[src/rtl/fc3_pkg.sv]
package fc3_pkg;

  typedef enum logic [1:0] {
    LVL_LOW  = 2'd0,
    LVL_MID  = 2'd1,
    LVL_HIGH = 2'd2,
    LVL_BAD  = 2'd3
  } lvl_e;

  // upper gate pair {outer, inner} for a level and middle pick (1 = B)
  function automatic logic [1:0] upper_gates(input logic [1:0] lvl, input logic use_b);
    logic [1:0] g;
    case (lvl)
      LVL_MID:  g = use_b ? 2'b01 : 2'b10;
      LVL_HIGH: g = 2'b11;
      default:  g = 2'b00;
    endcase
    return g;
  endfunction

endpackage

[src/rtl/fc3_pick_reg.sv]
module fc3_pick_reg #(
  parameter int NLEG = 3
) (
  input  logic            clk,
  input  logic            rst_n,
  input  logic            stb,
  input  logic [NLEG-1:0] cur_pos,
  input  logic [NLEG-1:0] cap_low,
  output logic [NLEG-1:0] pick_eff,
  output logic [NLEG-1:0] flip_vec
);

  logic [NLEG-1:0] pick_q;
  logic [NLEG-1:0] pick_new;
  logic [NLEG-1:0] pick_d;

  always_comb begin
    pick_new = cur_pos ^ cap_low;
    pick_d   = stb ? pick_new : pick_q;
    pick_eff = pick_d;
    flip_vec = stb ? (pick_new ^ pick_q) : '0;
  end

  always_ff @(posedge clk or negedge rst_n) begin
    if (!rst_n) begin
      pick_q <= '0;
    end else if (stb) begin
      pick_q <= pick_d;
    end
  end

  AST_PICK_HELD: assert property (@(posedge clk) disable iff (!rst_n)
    !stb |=> $stable(pick_q));

endmodule

[src/rtl/fc3_leg_gate.sv]
module fc3_leg_gate
  import fc3_pkg::*;
(
  input  logic       clk,
  input  logic       rst_n,
  input  logic [1:0] lvl,
  input  logic       use_b,
  output logic [1:0] hi,
  output logic [1:0] lo
);

  logic [1:0] hi_d;
  logic [1:0] lo_d;

  always_comb begin
    hi_d = upper_gates(lvl, use_b);
    lo_d = ~hi_d;
  end

  always_ff @(posedge clk or negedge rst_n) begin
    if (!rst_n) begin
      hi <= 2'b00;
      lo <= 2'b11;
    end else begin
      hi <= hi_d;
      lo <= lo_d;
    end
  end

  AST_LO_COMPLEMENT: assert property (@(posedge clk) disable iff (!rst_n)
    lo == ~hi);
  AST_BAD_CODE_OFF: assert property (@(posedge clk) disable iff (!rst_n)
    lvl == LVL_BAD |=> hi == 2'b00);
  AST_HIGH_LEVEL: assert property (@(posedge clk) disable iff (!rst_n)
    lvl == LVL_HIGH |=> hi == 2'b11);
  AST_LOW_LEVEL: assert property (@(posedge clk) disable iff (!rst_n)
    lvl == LVL_LOW |=> hi == 2'b00);

endmodule

[src/rtl/fc3_flip_counter.sv]
module fc3_flip_counter #(
  parameter int NLEG  = 3,
  parameter int CNT_W = 16
) (
  input  logic             clk,
  input  logic             rst_n,
  input  logic [NLEG-1:0]  flip_vec,
  output logic [CNT_W-1:0] cnt
);

  localparam logic [CNT_W:0] CNT_MAX = {1'b0, {CNT_W{1'b1}}};

  logic [CNT_W:0]   sum;
  logic [CNT_W-1:0] cnt_d;
  logic             cnt_en;

  always_comb begin
    sum = {1'b0, cnt};
    for (int i = 0; i < NLEG; i++) begin
      sum = sum + {{CNT_W{1'b0}}, flip_vec[i]};
    end
    cnt_en = |flip_vec;
    cnt_d  = (sum > CNT_MAX) ? CNT_MAX[CNT_W-1:0] : sum[CNT_W-1:0];
  end

  always_ff @(posedge clk or negedge rst_n) begin
    if (!rst_n) begin
      cnt <= '0;
    end else if (cnt_en) begin
      cnt <= cnt_d;
    end
  end

  AST_CNT_NO_WRAP: assert property (@(posedge clk) disable iff (!rst_n)
    1'b1 |=> cnt >= $past(cnt));
  AST_CNT_QUIET: assert property (@(posedge clk) disable iff (!rst_n)
    flip_vec == '0 |=> $stable(cnt));

endmodule

[src/rtl/fc3_state_selector.sv]
module fc3_state_selector #(
  parameter int NLEG  = 3,
  parameter int CNT_W = 16
) (
  input  logic              clk,
  input  logic              rst_n,
  input  logic              period_stb,
  input  logic [2*NLEG-1:0] level_cmd,
  input  logic [NLEG-1:0]   cur_pos,
  input  logic [NLEG-1:0]   cap_low,
  output logic [2*NLEG-1:0] gate_hi,
  output logic [2*NLEG-1:0] gate_lo,
  output logic [CNT_W-1:0]  swap_cnt
);

  logic [NLEG-1:0] pick_eff;
  logic [NLEG-1:0] flip_vec;

  fc3_pick_reg #(.NLEG(NLEG)) i_pick (
    .clk      (clk),
    .rst_n    (rst_n),
    .stb      (period_stb),
    .cur_pos  (cur_pos),
    .cap_low  (cap_low),
    .pick_eff (pick_eff),
    .flip_vec (flip_vec)
  );

  for (genvar g = 0; g < NLEG; g++) begin : g_leg
    fc3_leg_gate i_leg (
      .clk   (clk),
      .rst_n (rst_n),
      .lvl   (level_cmd[2*g+1:2*g]),
      .use_b (pick_eff[g]),
      .hi    (gate_hi[2*g+1:2*g]),
      .lo    (gate_lo[2*g+1:2*g])
    );

    AST_A_TO_B_AT_STB: assert property (@(posedge clk) disable iff (!rst_n)
      (gate_hi[2*g+1:2*g] == 2'b01 && $past(gate_hi[2*g+1:2*g]) == 2'b10)
        |-> $past(period_stb));
    AST_B_TO_A_AT_STB: assert property (@(posedge clk) disable iff (!rst_n)
      (gate_hi[2*g+1:2*g] == 2'b10 && $past(gate_hi[2*g+1:2*g]) == 2'b01)
        |-> $past(period_stb));
  end

  fc3_flip_counter #(.NLEG(NLEG), .CNT_W(CNT_W)) i_cnt (
    .clk      (clk),
    .rst_n    (rst_n),
    .flip_vec (flip_vec),
    .cnt      (swap_cnt)
  );

endmodule

[config.mk]
export PLATFORM = sky130hd
export DESIGN_NAME = fc3_state_selector
export DESIGN_NICKNAME = d
export VERILOG_FILES = /design/src/rtl/fc3_pkg.sv /design/src/rtl/fc3_pick_reg.sv /design/src/rtl/fc3_leg_gate.sv /design/src/rtl/fc3_flip_counter.sv /design/src/rtl/fc3_state_selector.sv
export SDC_FILE = /design/constraint.sdc
export NUM_CORES = 1
export LEC_CHECK = 0
export ABC_AREA = 1
export CAP_MARGIN = 20
export CORE_MARGIN = 8
export CORE_UTILIZATION = 54
export CTS_BUF_LIST = sky130_fd_sc_hd__clkbuf_16
export CTS_CLUSTER_DIAMETER = 50
export CTS_CLUSTER_SIZE = 8
export DETAILED_ROUTE_END_ITERATION = 8
export PLACE_DENSITY = 0.84
export SYNTH_ARGS = -nofsm -noshare
export SYNTH_HDL_FRONTEND = slang
export SYNTH_SLANG_ARGS = --single-unit
export TNS_END_PERCENT = 20
[constraint.sdc]
create_clock -name clk -period 6.75 [get_ports clk]
set_input_delay 1.0125 -clock clk [delete_from_list [all_inputs] [get_ports clk]]
set_output_delay 1.0125 -clock clk [all_outputs]
set_load 0.02 [all_outputs]
**Yosys cells after proc, flatten, opt, wreduce, memory -nomap -nowiden**

Cells that the tools add are included.

- Word-level logic and storage cells: 33
- Input bits: 15
- Bits in registers: 31
- Output and inout port bits: 28

- Bitwise operators: 5
- Eq/ne operators: 6
- Muxes and demuxes: 9
- Order comparisons: 1
- Reductions and logical operators: 1
- Add/subtract/negate cells: 3

Operator list:

| kind | number |
|---|---|
| $add 17x1->17 | 2 |
| $add 16x1->17 | 1 |
| $gt 17x16->1 const B | 1 |
| $mux 16 | 1 |
| $pmux 2 s2 | 3 |
| $eq 2x1->1 const B | 3 |
| $eq 2x2->1 const B | 3 |
| $mux 2 | 3 |
| $mux 3 | 2 |
| $not 2->2 | 3 |
| $xor 3x3->3 | 2 |
| $reduce_or 3->1 | 1 |

**Longest topological paths before layout**

Gate-level depths: netlist of the first run.

- Word-level depth: 8
- Gate-level depth with buffers: 19
- Mapped depth without buffers: 18

**By module**

From an unflattened synthesis of the first run, not the netlist that was laid out.

- Cell total of the unflattened synthesis: 246
- Area total of the unflattened synthesis: 1914.3 um^2

By module, submodules not included:

| module | times used | seq. area each (um^2) | cells each | area each (um^2) |
|---|---|---|---|---|
| fc3_flip_counter | 1 | 400.4 | 149 | 1134.8 |
| fc3_leg_gate | 3 | 102.6 | 19 | 180.2 |
| fc3_pick_reg | 1 | 75.1 | 40 | 239.0 |

**Worst setup path before layout of the first run**

Ideal clock, no wire load.

- Kind: input to register
- From: in cap_low[2]
- To: reg i_cnt.cnt[10]
- Required time: 6.632 ns
- Slack: 3.201 ns
- Path buffers: 1
- Setup time: 0.118 ns
- Cell stages on the path: 18
- Arrival time: 3.431 ns
- Cell sequence: xnor2_1 -> inv_1 -> nand2_1 -> nand3_2 -> buf_2 -> fa_1 -> inv_1 -> ha_1 -> inv_1 -> fa_1 -> inv_1 -> nand2_2 -> nor2_1 -> nand2_1 -> xor2_1 -> nand2_1 -> nand2_1 -> nand2_1

- Cells in the longest elaborated chain, start to end: 6
- Elaborated cells on any way between the ends: 7
- Classes of those cells: add/sub (1); order compare (1); mux (2); bitwise (2); reduce/logical (1)

RTL lines:

| item | line | RTL |
|---|---|---|
| start: declaration | fc3_state_selector.sv:10 | `input logic [NLEG-1:0] cap_low,` |
| $xor 3x3->3 * | fc3_pick_reg.sv:18 | `pick_new = cur_pos ^ cap_low;` |
| $xor 3x3->3 * | fc3_pick_reg.sv:21 | `flip_vec = stb ? (pick_new ^ pick_q) : '0;` |
| $mux 3 * | fc3_pick_reg.sv:21 |  |
| $add 17x1->17 | fc3_flip_counter.sv:20 | `sum = sum + {{CNT_W{1'b0}}, flip_vec[i]};` |
| $gt 17x16->1 | fc3_flip_counter.sv:23 | `cnt_d = (sum > CNT_MAX) ? CNT_MAX[CNT_W-1:0] : sum[CNT_W-1:0];` |
| $mux 16 | fc3_flip_counter.sv:23 |  |
| end signal: assignment | fc3_flip_counter.sv:30 | `cnt <= cnt_d;` |
| end: declaration | fc3_flip_counter.sv:8 | `output logic [CNT_W-1:0] cnt` |

Every way passes the cells marked *; elsewhere a longest branch is shown, timed or not.
A chain may end at the register's enable or synchronous reset.

**Worst setup path in the final report of the first run**

- From: in cap_low[2]
- To: reg i_cnt.cnt[9]

Same word-level chain as after synthesis.

==> results.rst, run 1 <==
.. list-table::
   :header-rows: 1

   * - Metric
     - Value
   * - Run status
     - finished clean
   * - Achievable clock frequency
     - 248.3 MHz
   * - Horizontal die dimension
     - ~76 um
   * - Biggest fanout along the worst timing path
     - 18
   * - Hold path start
     - i_cnt.cnt[0]$_DFFE_PN0P_
   * - Global-route met1 utilization
     - 17.50%
   * - Leakage component of the power
     - around 1.3 nW
   * - Starting density of the core
     - around 55%
   * - Met2 capacity usage during global routing
     - 27.51%
   * - Element type at the critical path start
     - primary input
   * - Drt drc
     - 0
   * - Die Area
     - 5815 um2
   * - Count of final hold-check violations
     - 0
   * - Clock Path Buffers
     - 2
   * - Crit path launch
     - cap_low[2]
   * - Placeable core area
     - approximately 3600 um2
   * - Vias in the first global route
     - around 1800
   * - Global-route usage over all layers
     - 16.07%
   * - Net switching component of the power
     - 0.2863 mW
   * - Post-CTS setup buffer count
     - 0
   * - Fraction of layout instances using a drive strength above 1
     - about a tenth
   * - Internal power
     - roughly 0.48 mW
   * - Remaining antenna violation count after routing
     - 0
   * - CTS tree
     - yes
   * - Clock net sink count
     - 31
   * - Reg power frac
     - around a third
   * - Sequential cell area fraction in the yosys report
     - 39.95%
   * - Smallest hold slack
     - 0.5626 ns
   * - Number of fill cells
     - ~290
   * - Via density
     - between 5 and 6
   * - Synthesized net count
     - 279
   * - Clock slew seen by the registers of the worst setup and hold paths
     - 0.05 ns
   * - Layer with the highest usage after global routing
     - met2
   * - Register bit count reported by yosys
     - 31
   * - Final worst path period share
     - 59.67%
   * - Switching share of total power
     - 37.35%
   * - Number of instances in the synthesized netlist
     - 254
   * - Placement row count
     - 22
   * - Routed length per instance
     - 12.72 um
   * - Number of vias in the routed layout
     - 1777
   * - Required @ worst endpoint
     - 6.96 ns
   * - Crit end category
     - register
   * - Mean instance size in the synthesized netlist
     - 7.719 um2
   * - Cell area after synthesis
     - 1961 um2
   * - FF-to-FF path depth
     - 15
   * - Shortest clock period the worst path allows after layout
     - 4.028 ns
   * - Die Span Y
     - ~76 um
   * - Count of synthesis-stage warnings from yosys
     - 0
   * - Number of antenna repair diodes
     - 0
   * - Routability congestion estimate from global placement
     - 0.9195
   * - Commonest cells in the synthesized netlist
     - 90 x nand2_1, 42 x inv_1, 25 x dfrtp_1, 20 x nand4_1, 12 x nor2_1
   * - Quantity of gates resized following cts
     - 0
   * - Crit path DAT
     - 4.24 ns
   * - Worst slew slack as a fraction of its limit
     - 71.44%
   * - Detailed router's first-iteration violation count
     - 215
   * - Post-CTS Hold Buffers
     - 0
   * - Later-pin clock latency in the skew report
     - 0.27 ns
   * - Area leader, netlist
     - dfrtp_1
   * - Deepest level of the CTS H-tree
     - 2
   * - Class of the worst hold path
     - register to register
   * - Hpwl dp
     - 3.181 mm
   * - Area Overhead vs Synth
     - 30.25%
   * - Slew Viols, Final
     - 0
   * - Count of input and output buffers
     - 42
   * - Share of total power in the clock network
     - 28.3%
   * - Root cell of the clock tree
     - clkbuf_16
   * - RSZ-0062 raised after global routing
     - false
   * - Drt first pass iters
     - 4
   * - Highest ir drop seen on vdd
     - 145.1 uV
   * - Setup TNS after final layout
     - 0 ns
   * - Fraction of synthesized cell area taken by the top area cell type
     - a little under a third
   * - Global route total overflow
     - 0
   * - Met3 GRT Util
     - 7.193%
   * - Largest net degree at the start of global routing
     - 32
   * - Antenna violations before repair
     - 0
   * - Total Power Consumption
     - 0.7666 mW
   * - Combinational group share of total power
     - 36.9%
   * - DP Worst Slack
     - 2.474 ns
   * - Distinct cell type count after synthesis
     - 25
   * - Global-route wire length before repair
     - 7.900 mm
   * - Power density relative to cell area
     - about 300 nW/um2
   * - Number of primary I/O pins
     - between 40 and 50
   * - Leading cell type by number of instances after synthesis
     - nand2_1
   * - Total Routed Length
     - 4.427 mm
   * - Cell depth of the worst min-delay path
     - 2
   * - Type of the worst setup path
     - primary input to register
   * - Top flip-flop cell by instance count after synthesis
     - dfrtp_1
   * - Transition time at the pin with the least slew margin
     - 0.4278 ns
   * - Number of buffers created by CTS
     - 5
   * - Setup Skew
     - 0.001576 ns
   * - Share of async-settable or async-resettable flops after synthesis
     - 100.0%
   * - NumNets Final
     - 324
   * - Endpoints failing setup
     - 0
   * - Number of flops mapped to enable cells by yosys
     - 0
   * - MaxCap Viol Count
     - 0
   * - Startpoint of the lowest-slack register-to-register path
     - i_pick.pick_q[2]$_DFFE_PN0P_
   * - Slack of the critical path
     - 2.722 ns
   * - Most area-consuming cells after synthesis
     - dfrtp_1 32%, nand2_1 17%, dfstp_2 8.0%
critical path, stage by stage:
cell             delay [ns]
clkdlybuf4s50_1        0.41
xnor2_1                0.21
inv_1                  0.08
nand2_1                0.07
nand3_2                0.33
fa_1                   0.56
inv_1                  0.07
ha_1                   0.16
inv_1                  0.06
fa_1                   0.37
inv_1                  0.10
nand2_2                0.08
nor2_4                 0.16
nand4_4                0.26
nand3_1                0.18
nand2_1                0.06
nand2_1                0.06
path summary, 6_finish.rpt:
check	to	slack (ns)
setup / recovery	i_cnt.cnt[9]$_DFFE_PN0P_	2.72
hold / removal	i_cnt.cnt[0]$_DFFE_PN0P_	0.56
setup reg to reg	i_cnt.cnt[9]$_DFFE_PN0P_	3.75
hold reg to reg	i_cnt.cnt[0]$_DFFE_PN0P_	0.56
max in group asynchronous	g_leg[1].i_leg.lo[1]$_DFF_PN1_	5.30
min in group asynchronous	i_cnt.cnt[1]$_DFFE_PN0P_	1.12
cells in the final DEF, fill, tap and decap left out:
cell	netlist	layout
nand3_2	2	2
clkinvlp_4	0	2
fa_1	2	2
clkdlybuf4s50_1	0	42
clkinv_2	0	1
nand2_2	3	3
nor3_2	1	1
ha_1	8	8
a21oi_1	5	5
nand4_1	20	20
nand3_1	7	7
nor2_1	12	12
nand4_4	1	1
nor2_4	2	2
nor2_2	2	2
dfrtp_1	25	25
inv_2	1	1
xor2_1	6	6
nand2_1	90	90
o21ai_0	7	7
nand3_4	2	2
inv_1	42	42
clkbuf_16	0	5
xnor2_1	4	4
dfstp_2	6	6
o21ai_1	1	1
buf_4	1	1
layout make-up:
cell class                 count  area [um2]  area share, %
clock buffer                   5       125.1          4.900
clock inverter                 3       20.02         0.7839
multi-input combinational    175       975.9          38.22
timing repair buffer          43       427.9          16.76
tap                           48       60.06          2.352
inverter                      43       161.4          6.320
sequential                    31       783.3          30.67
power groups by stage:
stage / Combinational, mW / Sequential, mW / Clock [mW]
3_5_place_dp: 0.283 / 0.269 / 0
2_1_floorplan: 0.134 / 0.302 / 0
3_3_place_gp: 0.276 / 0.267 / 0
5_1_grt: 0.316 / 0.270 / 0.230
6_report: 0.283 / 0.267 / 0.217
4_1_cts: 0.284 / 0.266 / 0.220
per-layer routing:
layer | routed length (um) | vias to the layer above
met5 | 0 | -
met4 | 14 | 0
met3 | 344 | 4
met2 | 2193 | 58
met1 | 1874 | 832
li1 | - | 883
state kept, by name, summed over array words and instances (netlist names):
signal	flops
g_leg.i_leg.hi	6
g_leg.i_leg.lo	6
i_pick.pick_q	3
i_cnt.cnt	16
cells by family (layout without fill, tap and decap cells):
logic type,Yosys count,count (layout),synth area share [%]
simple gates,142,142,34.84
buf+inv,48,94,10.27
flops,31,31,39.95
compound gates,13,13,3.318
fa+ha+maj,10,10,7.148
xor+xnor,10,10,4.467
through the flow:
step / cells / util (%) / cell area [um2]
floorplan: 254 / - / 1961
global placement: 340 / 67.31 / 2409
detailed placement: 340 / 67.31 / 2409
CTS: 348 / 71.36 / 2554
global route: 348 / 71.36 / 2554
finish: 348 / 71.36 / 2554
No activity file was read; power rests on OpenSTA's default activity.
==> inputs of run 2 (changes only) <==
--- a/config.mk
+++ b/config.mk
@@ -8,12 +8,12 @@
 export ABC_AREA = 1
 export CAP_MARGIN = 20
 export CORE_MARGIN = 8
-export CORE_UTILIZATION = 54
+export CORE_UTILIZATION = 51
 export CTS_BUF_LIST = sky130_fd_sc_hd__clkbuf_16
 export CTS_CLUSTER_DIAMETER = 50
 export CTS_CLUSTER_SIZE = 8
 export DETAILED_ROUTE_END_ITERATION = 8
-export PLACE_DENSITY = 0.84
+export PLACE_DENSITY = 0.8
 export SYNTH_ARGS = -nofsm -noshare
 export SYNTH_HDL_FRONTEND = slang
 export SYNTH_SLANG_ARGS = --single-unit
==> constraint.sdc (replaced) <==
create_clock -name clk -period 4.1 [get_ports clk]
set_input_delay 0.615 -clock clk [delete_from_list [all_inputs] [get_ports clk]]
set_output_delay 0.615 -clock clk [all_outputs]
set_load 0.02 [all_outputs]
==> results.rst, run 2 (synthesis gave the netlist of run 1 again) <==
.. list-table::
   :header-rows: 1

   * - Metric
     - Value
   * - Post-CTS setup buffer count
     - 0 (unchanged)
   * - Fraction of layout instances using a drive strength above 1
     - 9.272% (-0.40 points)
   * - Horizontal die dimension
     - 78.01 um (+2.3%)
   * - Largest regs
     - i_cnt.cnt x16, g_leg.i_leg.hi x6, g_leg.i_leg.lo x6
   * - Post-layout utilization of the core
     - 69.40% (-2.0 points)
   * - Post-route standard cell area excluding fillers
     - 2560 um2 (+0.25%)
   * - Placeable core area
     - 3689 um2 (+3.1%)
   * - Global-route met1 utilization
     - 17.37% (-0.12 points)
   * - FF-to-FF path depth
     - 16 (+1)
   * - Crit path DAT
     - 3.58 ns (-0.66 ns)
   * - Met2 capacity usage during global routing
     - 26.23% (-1.3 points)
   * - Setup TNS after final layout
     - 0 ns (unchanged)
   * - Post-CTS Hold Buffers
     - 0 (unchanged)
   * - Switching share of total power
     - 36.65% (-0.69 points)
   * - Net switching component of the power
     - 0.4556 mW (+59%)
   * - Register ranked first by flip-flop count
     - i_cnt.cnt
   * - Global-route usage over all layers
     - 15.73% (-0.34 points)
   * - Internal power
     - 0.7874 mW (+64%)
   * - Hpwl dp
     - 3.278 mm (+3.0%)
   * - Shortest clock period the worst path allows after layout
     - 3.418 ns
   * - RSZ-0062 raised after global routing
     - false
   * - Quantity of gates resized following cts
     - 0 (unchanged)
   * - MaxCap Viol Count
     - 0 (unchanged)
   * - Share of total power in the clock network
     - 27.3% (-1.0 points)
   * - Largest net degree at the start of global routing
     - 32 (unchanged)
   * - Maximum cell stage delay along the critical path
     - 0.51 ns (-0.05 ns)
   * - Root cell of the clock tree
     - clkbuf_16
   * - Highest ir drop seen on vdd
     - 259.4 uV (+79%)
   * - Global route total overflow
     - 0 (unchanged)
   * - Drt drc
     - 0 (unchanged)
   * - Met3 GRT Util
     - 7.488% (+0.30 points)
   * - Flop-to-flop setup slack
     - 1.27 ns (-2.48 ns)
   * - Worst slew slack as a fraction of its limit
     - 74.13% (+2.7 points)
   * - Vias in the first global route
     - 1779 (-0.78%)
   * - Most used cell, CP
     - nand2_1
   * - Transition time at the pin with the least slew margin
     - 0.3880 ns (-0.03984 ns)
   * - Run status
     - finished clean
   * - Placed cell areas
     - 2424 um2 (+0.62%)
   * - Drt first pass iters
     - 4 (unchanged)
   * - Die Area
     - 6085 um2 (+4.6%)
   * - Type of the worst setup path
     - primary input to register
   * - Clock Path Buffers
     - 2 (unchanged)
   * - Remaining antenna violation count after routing
     - 0 (unchanged)
   * - Routed length per instance
     - 12.59 um (-1.0%)
   * - Via density
     - 4.934 (-3.4%)
   * - Reg power frac
     - 35.4% (+0.6 points)
   * - Starting density of the core
     - 53.15% (-1.6 points)
   * - Required @ worst endpoint
     - 4.26 ns (-2.70 ns)
   * - Slew Viols, Final
     - 0 (unchanged)
   * - CTS tree
     - yes
   * - Antenna violations before repair
     - 0 (unchanged)
   * - Detailed router's first-iteration violation count
     - 131 (-39%)
   * - Element type at the critical path start
     - primary input
   * - Routability congestion estimate from global placement
     - 0.9279 (+0.91%)
   * - Endpoints failing setup
     - 0 (unchanged)
   * - Most frequent cells in the layout
     - 90 x nand2_1, 43 x inv_1, 42 x clkdlybuf4s50_1
   * - Final worst path period share
     - 83.37%
   * - Number of flip-flops in the largest register
     - 16 (unchanged)
   * - Deepest level of the CTS H-tree
     - 2 (unchanged)
   * - Total Routed Length
     - 4.406 mm (-0.47%)
   * - Combinational group share of total power
     - 37.4% (+0.5 points)
   * - Startpoint of the lowest-slack register-to-register path
     - i_pick.pick_q[0]$_DFFE_PN0P_
   * - Most frequent standard cell in the layout excluding fill and tap cells
     - nand2_1
   * - Number of vias in the routed layout
     - 1727 (-2.8%)
   * - Clock slew seen by the registers of the worst setup and hold paths
     - 0.05 ns (about the same)
   * - Number of antenna repair diodes
     - 0 (unchanged)
   * - Power density relative to cell area
     - 485.6 nW/um2 (+62%)
   * - Layer with the highest usage after global routing
     - met2
   * - NumNets Final
     - 326 (+0.62%)
   * - Destination of the critical timing path
     - i_cnt.cnt[10]$_DFFE_PN0P_
   * - Die Span Y
     - 78.01 um (+2.3%)
   * - Global-route wire length before repair
     - 7.900 mm (unchanged)
   * - Crit path launch
     - cap_low[0]
   * - Setup Skew
     - 0.003521 ns (+0.001945 ns)
   * - Sequence of cells on the critical path
     - clkdlybuf4s50_1 -> xor2_1 -> nand2_1 -> nand3_4 -> fa_1 -> inv_1 -> ha_1 -> inv_1 -> fa_1 -> inv_1 -> nand2_2 -> nor2_1 -> nand2_1 -> xor2_1 -> nand2_1 -> nand2_1 -> nand2_1
   * - Endpoint of the lowest-slack register-to-register path
     - i_cnt.cnt[10]$_DFFE_PN0P_
   * - Critical path's slowest cell
     - fa_1
   * - Number of buffers created by CTS
     - 5 (unchanged)
   * - Count of input and output buffers
     - 42 (unchanged)
   * - Leakage component of the power
     - 1.305 nW (+1.0%)
   * - Crit end category
     - register
   * - Later-pin clock latency in the skew report
     - 0.27 ns (about the same)
   * - Number of primary I/O pins
     - 43 (unchanged)
   * - Class of the worst hold path
     - register to register
   * - Clock net sink count
     - 31 (unchanged)
   * - Biggest fanout along the worst timing path
     - 18 (unchanged)
   * - Placement row count
     - 22 (unchanged)
   * - Count of final hold-check violations
     - 0 (unchanged)
   * - Area Overhead vs Synth
     - 30.57%
   * - Achievable clock frequency
     - just under 300 MHz
[run 2: changes by cell type in the layout (fill, tap and decap cells not counted), sizes merged]
cell,before,now
buf,1,3
clkinvlp,2,0
clkinv,1,2
inv,43,44
[run 2: layout make-up]
| type | instances | area, um2 |
|---|---|---|
| fill | 313 | 1129 |
| multi-input combinational | 175 | 975.9 |
| sequential | 31 | 783.3 |
| timing repair buffer | 45 | 442.9 |
| inverter | 43 | 161.4 |
| clock buffer | 5 | 125.1 |
| tap | 48 | 60.06 |
| clock inverter | 3 | 11.26 |
[run 2: critical path: cells and delay by family]
family                     cells  cell delay (ns)
xor gates and xnor gates       2             0.32
adders and majority gates      3             1.02
buffers and inverters          4             0.67
and+or+nand+nor                8             0.94
[run 2: power by group through the flow]
stage,Clock [mW],Sequential (mW),Combinational [mW]
4_1_cts,0.345,0.439,0.469
2_1_floorplan,0,0.497,0.221
5_1_grt,0.356,0.449,0.525
3_5_place_dp,0,0.443,0.466
3_3_place_gp,0,0.441,0.457
6_report,0.339,0.440,0.464
[run 2: worst min-delay path by stage]
stage,from,to,slack (ns),depth (start not counted)
floorplan,rst_n,g_leg[0].i_leg.hi[0]$_DFF_PN0_,0.32,0
global placement,i_cnt.cnt[0]$_DFFE_PN0P_,i_cnt.cnt[0]$_DFFE_PN0P_,0.55,2
detailed placement,i_cnt.cnt[0]$_DFFE_PN0P_,i_cnt.cnt[0]$_DFFE_PN0P_,0.56,2
CTS,i_cnt.cnt[0]$_DFFE_PN0P_,i_cnt.cnt[0]$_DFFE_PN0P_,0.57,2
global route,i_cnt.cnt[14]$_DFFE_PN0P_,i_cnt.cnt[14]$_DFFE_PN0P_,0.61,2
finish,i_cnt.cnt[0]$_DFFE_PN0P_,i_cnt.cnt[0]$_DFFE_PN0P_,0.57,2
[run 2: through the flow]
| stage | worst slack [ns] | instances | total power, mW | hold slack [ns] |
|---|---|---|---|---|
| 2_1_floorplan | 0.9485 | 254 | 0.7181 | 0.3194 |
| 3_3_place_gp | 0.4930 | 342 | 0.8988 | 0.5451 |
| 5_1_grt | 0.4653 | 350 | 1.330 | 0.6090 |
| 6_report | 0.6819 | 350 | 1.243 | 0.5677 |
| 3_5_place_dp | 0.4268 | 342 | 0.9096 | 0.5598 |
| 4_1_cts | 0.7061 | 350 | 1.253 | 0.5748 |
[run 2: per-layer routing]
metal | routed length (um) | up-vias
met5 | 0 | -
met4 | 30 | 0
met1 | 1741 | 762
met3 | 507 | 4
met2 | 2126 | 70
li1 | - | 891
==> inputs of run 3 (changes only) <==
==> constraint.sdc (replaced) <==
create_clock -name clk -period 3.4 [get_ports clk]
set_input_delay 0.51 -clock clk [delete_from_list [all_inputs] [get_ports clk]]
set_output_delay 0.51 -clock clk [all_outputs]
set_load 0.02 [all_outputs]
==> results.rst, run 3 (synthesis gave the netlist of run 1 again) <==
.. list-table::
   :header-rows: 1

   * - Metric
     - Value
   * - Global-route wire length before repair
     - 7.941 mm (+0.52%)
   * - Deepest level of the CTS H-tree
     - 2 (unchanged)
   * - Crit end category
     - register
   * - Highest ir drop seen on vdd
     - 333.4 uV (+29%)
   * - Crit path launch
     - cap_low[0]
   * - Class of the worst hold path
     - register to register
   * - Global-route usage over all layers
     - 15.99% (+0.26 points)
   * - Number of instances in the placed design
     - 344 (+0.58%)
   * - Antenna violations before repair
     - 0 (unchanged)
   * - Largest net degree at the start of global routing
     - 32 (unchanged)
   * - MaxCap Viol Count
     - 0 (unchanged)
   * - Setup Skew
     - 0.003875 ns (+0.0003544 ns)
   * - Number of flip-flops in the largest register
     - 16 (unchanged)
   * - Most frequent cells in the layout
     - 90 x nand2_1, 42 x inv_1, 42 x clkdlybuf4s50_1
   * - Crit path DAT
     - 3.29 ns (-0.29 ns)
   * - Detailed router's first-iteration violation count
     - 85 (-35%)
   * - Placement row count
     - 22 (unchanged)
   * - Post-CTS Hold Buffers
     - 0 (unchanged)
   * - Hpwl dp
     - 3.341 mm (+1.9%)
   * - Register ranked first by flip-flop count
     - i_cnt.cnt
   * - Later-pin clock latency in the skew report
     - 0.28 ns (about the same)
   * - Horizontal die dimension
     - 78.01 um (unchanged)
   * - Required @ worst endpoint
     - 3.57 ns (-0.69 ns)
   * - Placeable core area
     - 3689 um2 (unchanged)
   * - Achievable clock frequency
     - roughly 320 MHz
   * - Drt first pass iters
     - 4 (unchanged)
   * - Leakage component of the power
     - 1.311 nW (+0.44%)
   * - Clock slew seen by the registers of the worst setup and hold paths
     - 0.05 ns (about the same)
   * - Endpoints failing setup
     - 0 (unchanged)
   * - Final non-filler cell total
     - 352 (+0.57%)
   * - Count of input and output buffers
     - 42 (unchanged)
   * - Starting density of the core
     - 53.15% (unchanged)
   * - Vias in the first global route
     - 1805 (+1.5%)
   * - Shortest clock period the worst path allows after layout
     - 3.122 ns
   * - Biggest fanout along the worst timing path
     - 4 (-14)
   * - Remaining antenna violation count after routing
     - 0 (unchanged)
   * - RSZ-0062 raised after global routing
     - false
   * - Transition time at the pin with the least slew margin
     - 0.3933 ns (+0.005259 ns)
   * - Element type at the critical path start
     - primary input
   * - Area Overhead vs Synth
     - 31.78%
   * - Clock Path Buffers
     - 2 (unchanged)
   * - Die Area
     - 6085 um2 (unchanged)
   * - Total Routed Length
     - 4.459 mm (+1.2%)
   * - Via density
     - 5.045 (+2.3%)
   * - Routability congestion estimate from global placement
     - 0.8932 (-3.7%)
   * - Post-layout utilization of the core
     - 70.05% (+0.64 points)
   * - Worst slew slack as a fraction of its limit
     - 73.78% (-0.35 points)
   * - Drt drc
     - 0 (unchanged)
   * - Number of primary I/O pins
     - 43 (unchanged)
   * - NumNets Final
     - 328 (+0.61%)
   * - Number of buffers created by CTS
     - 5 (unchanged)
   * - Count of final hold-check violations
     - 0 (unchanged)
   * - Fraction of layout instances using a drive strength above 1
     - 10.86% (+1.6 points)
   * - Quantity of gates resized following cts
     - 0 (unchanged)
   * - Most frequent standard cell in the layout excluding fill and tap cells
     - nand2_1
   * - Placed cell areas
     - 2439 um2 (+0.62%)
   * - Final worst path period share
     - 91.82%
   * - Startpoint of the lowest-slack register-to-register path
     - i_pick.pick_q[0]$_DFFE_PN0P_
   * - CTS tree
     - yes
   * - Number of antenna repair diodes
     - 0 (unchanged)
   * - Global route total overflow
     - 0 (unchanged)
   * - Post-route standard cell area excluding fillers
     - 2584 um2 (+0.93%)
   * - Power density relative to cell area
     - 590.7 nW/um2 (+22%)
   * - Number of vias in the routed layout
     - 1776 (+2.8%)
   * - Post-CTS setup buffer count
     - 0 (unchanged)
   * - Total Power Consumption
     - 1.526 mW (+23%)
   * - Die Span Y
     - 78.01 um (unchanged)
   * - Run status
     - finished clean
   * - Hold path start
     - i_cnt.cnt[15]$_DFFE_PN0P_
   * - Type of the worst setup path
     - primary input to register
   * - Clock net sink count
     - 31 (unchanged)
   * - Routed length per instance
     - 12.67 um (+0.63%)
   * - Setup TNS after final layout
     - 0 ns (unchanged)
   * - Root cell of the clock tree
     - clkbuf_16
   * - Slew Viols, Final
     - 0 (unchanged)
   * - Largest regs
     - i_cnt.cnt x16, g_leg.i_leg.hi x6, g_leg.i_leg.lo x6
## run 3: worst paths after layout
check | endpoint | slack (ns) | depth (start not counted)
worst max-delay path | i_cnt.cnt[10]$_DFFE_PN0P_ | 0.28 | 17
worst min-delay path | i_cnt.cnt[15]$_DFFE_PN0P_ | 0.59 | 2
worst max register to register | i_cnt.cnt[10]$_DFFE_PN0P_ | 0.77 | 16
worst min register to register | i_cnt.cnt[15]$_DFFE_PN0P_ | 0.59 | 2
max in group asynchronous | g_leg[2].i_leg.lo[0]$_DFF_PN1_ | 2.45 | 2
min in group asynchronous | i_cnt.cnt[12]$_DFFE_PN0P_ | 0.63 | 2
## run 3: critical path, stage by stage
cell	delay, ns
clkdlybuf4s50_1	0.53
xor2_1	0.18
nand2_1	0.11
nand3_4	0.08
fa_1	0.42
inv_1	0.07
ha_1	0.15
inv_1	0.05
fa_1	0.35
inv_1	0.09
nand2_2	0.08
nor2_1	0.27
nand2_1	0.10
xor2_1	0.14
nand2_1	0.06
nand2_1	0.06
nand2_1	0.05
## run 3: area by class of cell
| type | count | area (um2) |
|---|---|---|
| well taps | 48 | 60.06 |
| fillers | 332 | 1105 |
| repair buffers | 47 | 457.9 |
| flip-flops and latches | 31 | 783.3 |
| multi-input cells | 175 | 975.9 |
| clock inverters | 3 | 20.02 |
| inverters | 43 | 161.4 |
| clock buffers | 5 | 125.1 |
## run 3: layer usage
metal	GRT usage, %	up-vias	wire (um)
met5	0	-	0
li1	-	891	-
met2	28.24	36	2214
met4	4.444	0	57
met3	7.028	6	328
met1	16.89	843	1859
## run 3: report_power, final
part           switching (mW)  leakage, nW  total, mW  internal, mW
clock network           0.167       0.0658      0.436         0.269
logic                   0.317        0.854      0.562         0.244
registers              0.0837        0.391      0.528         0.445
total                   0.568         1.31       1.53         0.958
## run 3: metrics by stage
step	setup slack, ns	hold WS (ns)
2_1_floorplan	0.3535	0.2144
3_3_place_gp	0.04735	0.5622
3_5_place_dp	-0.006055	0.5775
4_1_cts	0.2688	0.5898
5_1_grt	0.04260	0.6232
6_report	0.2782	0.5855
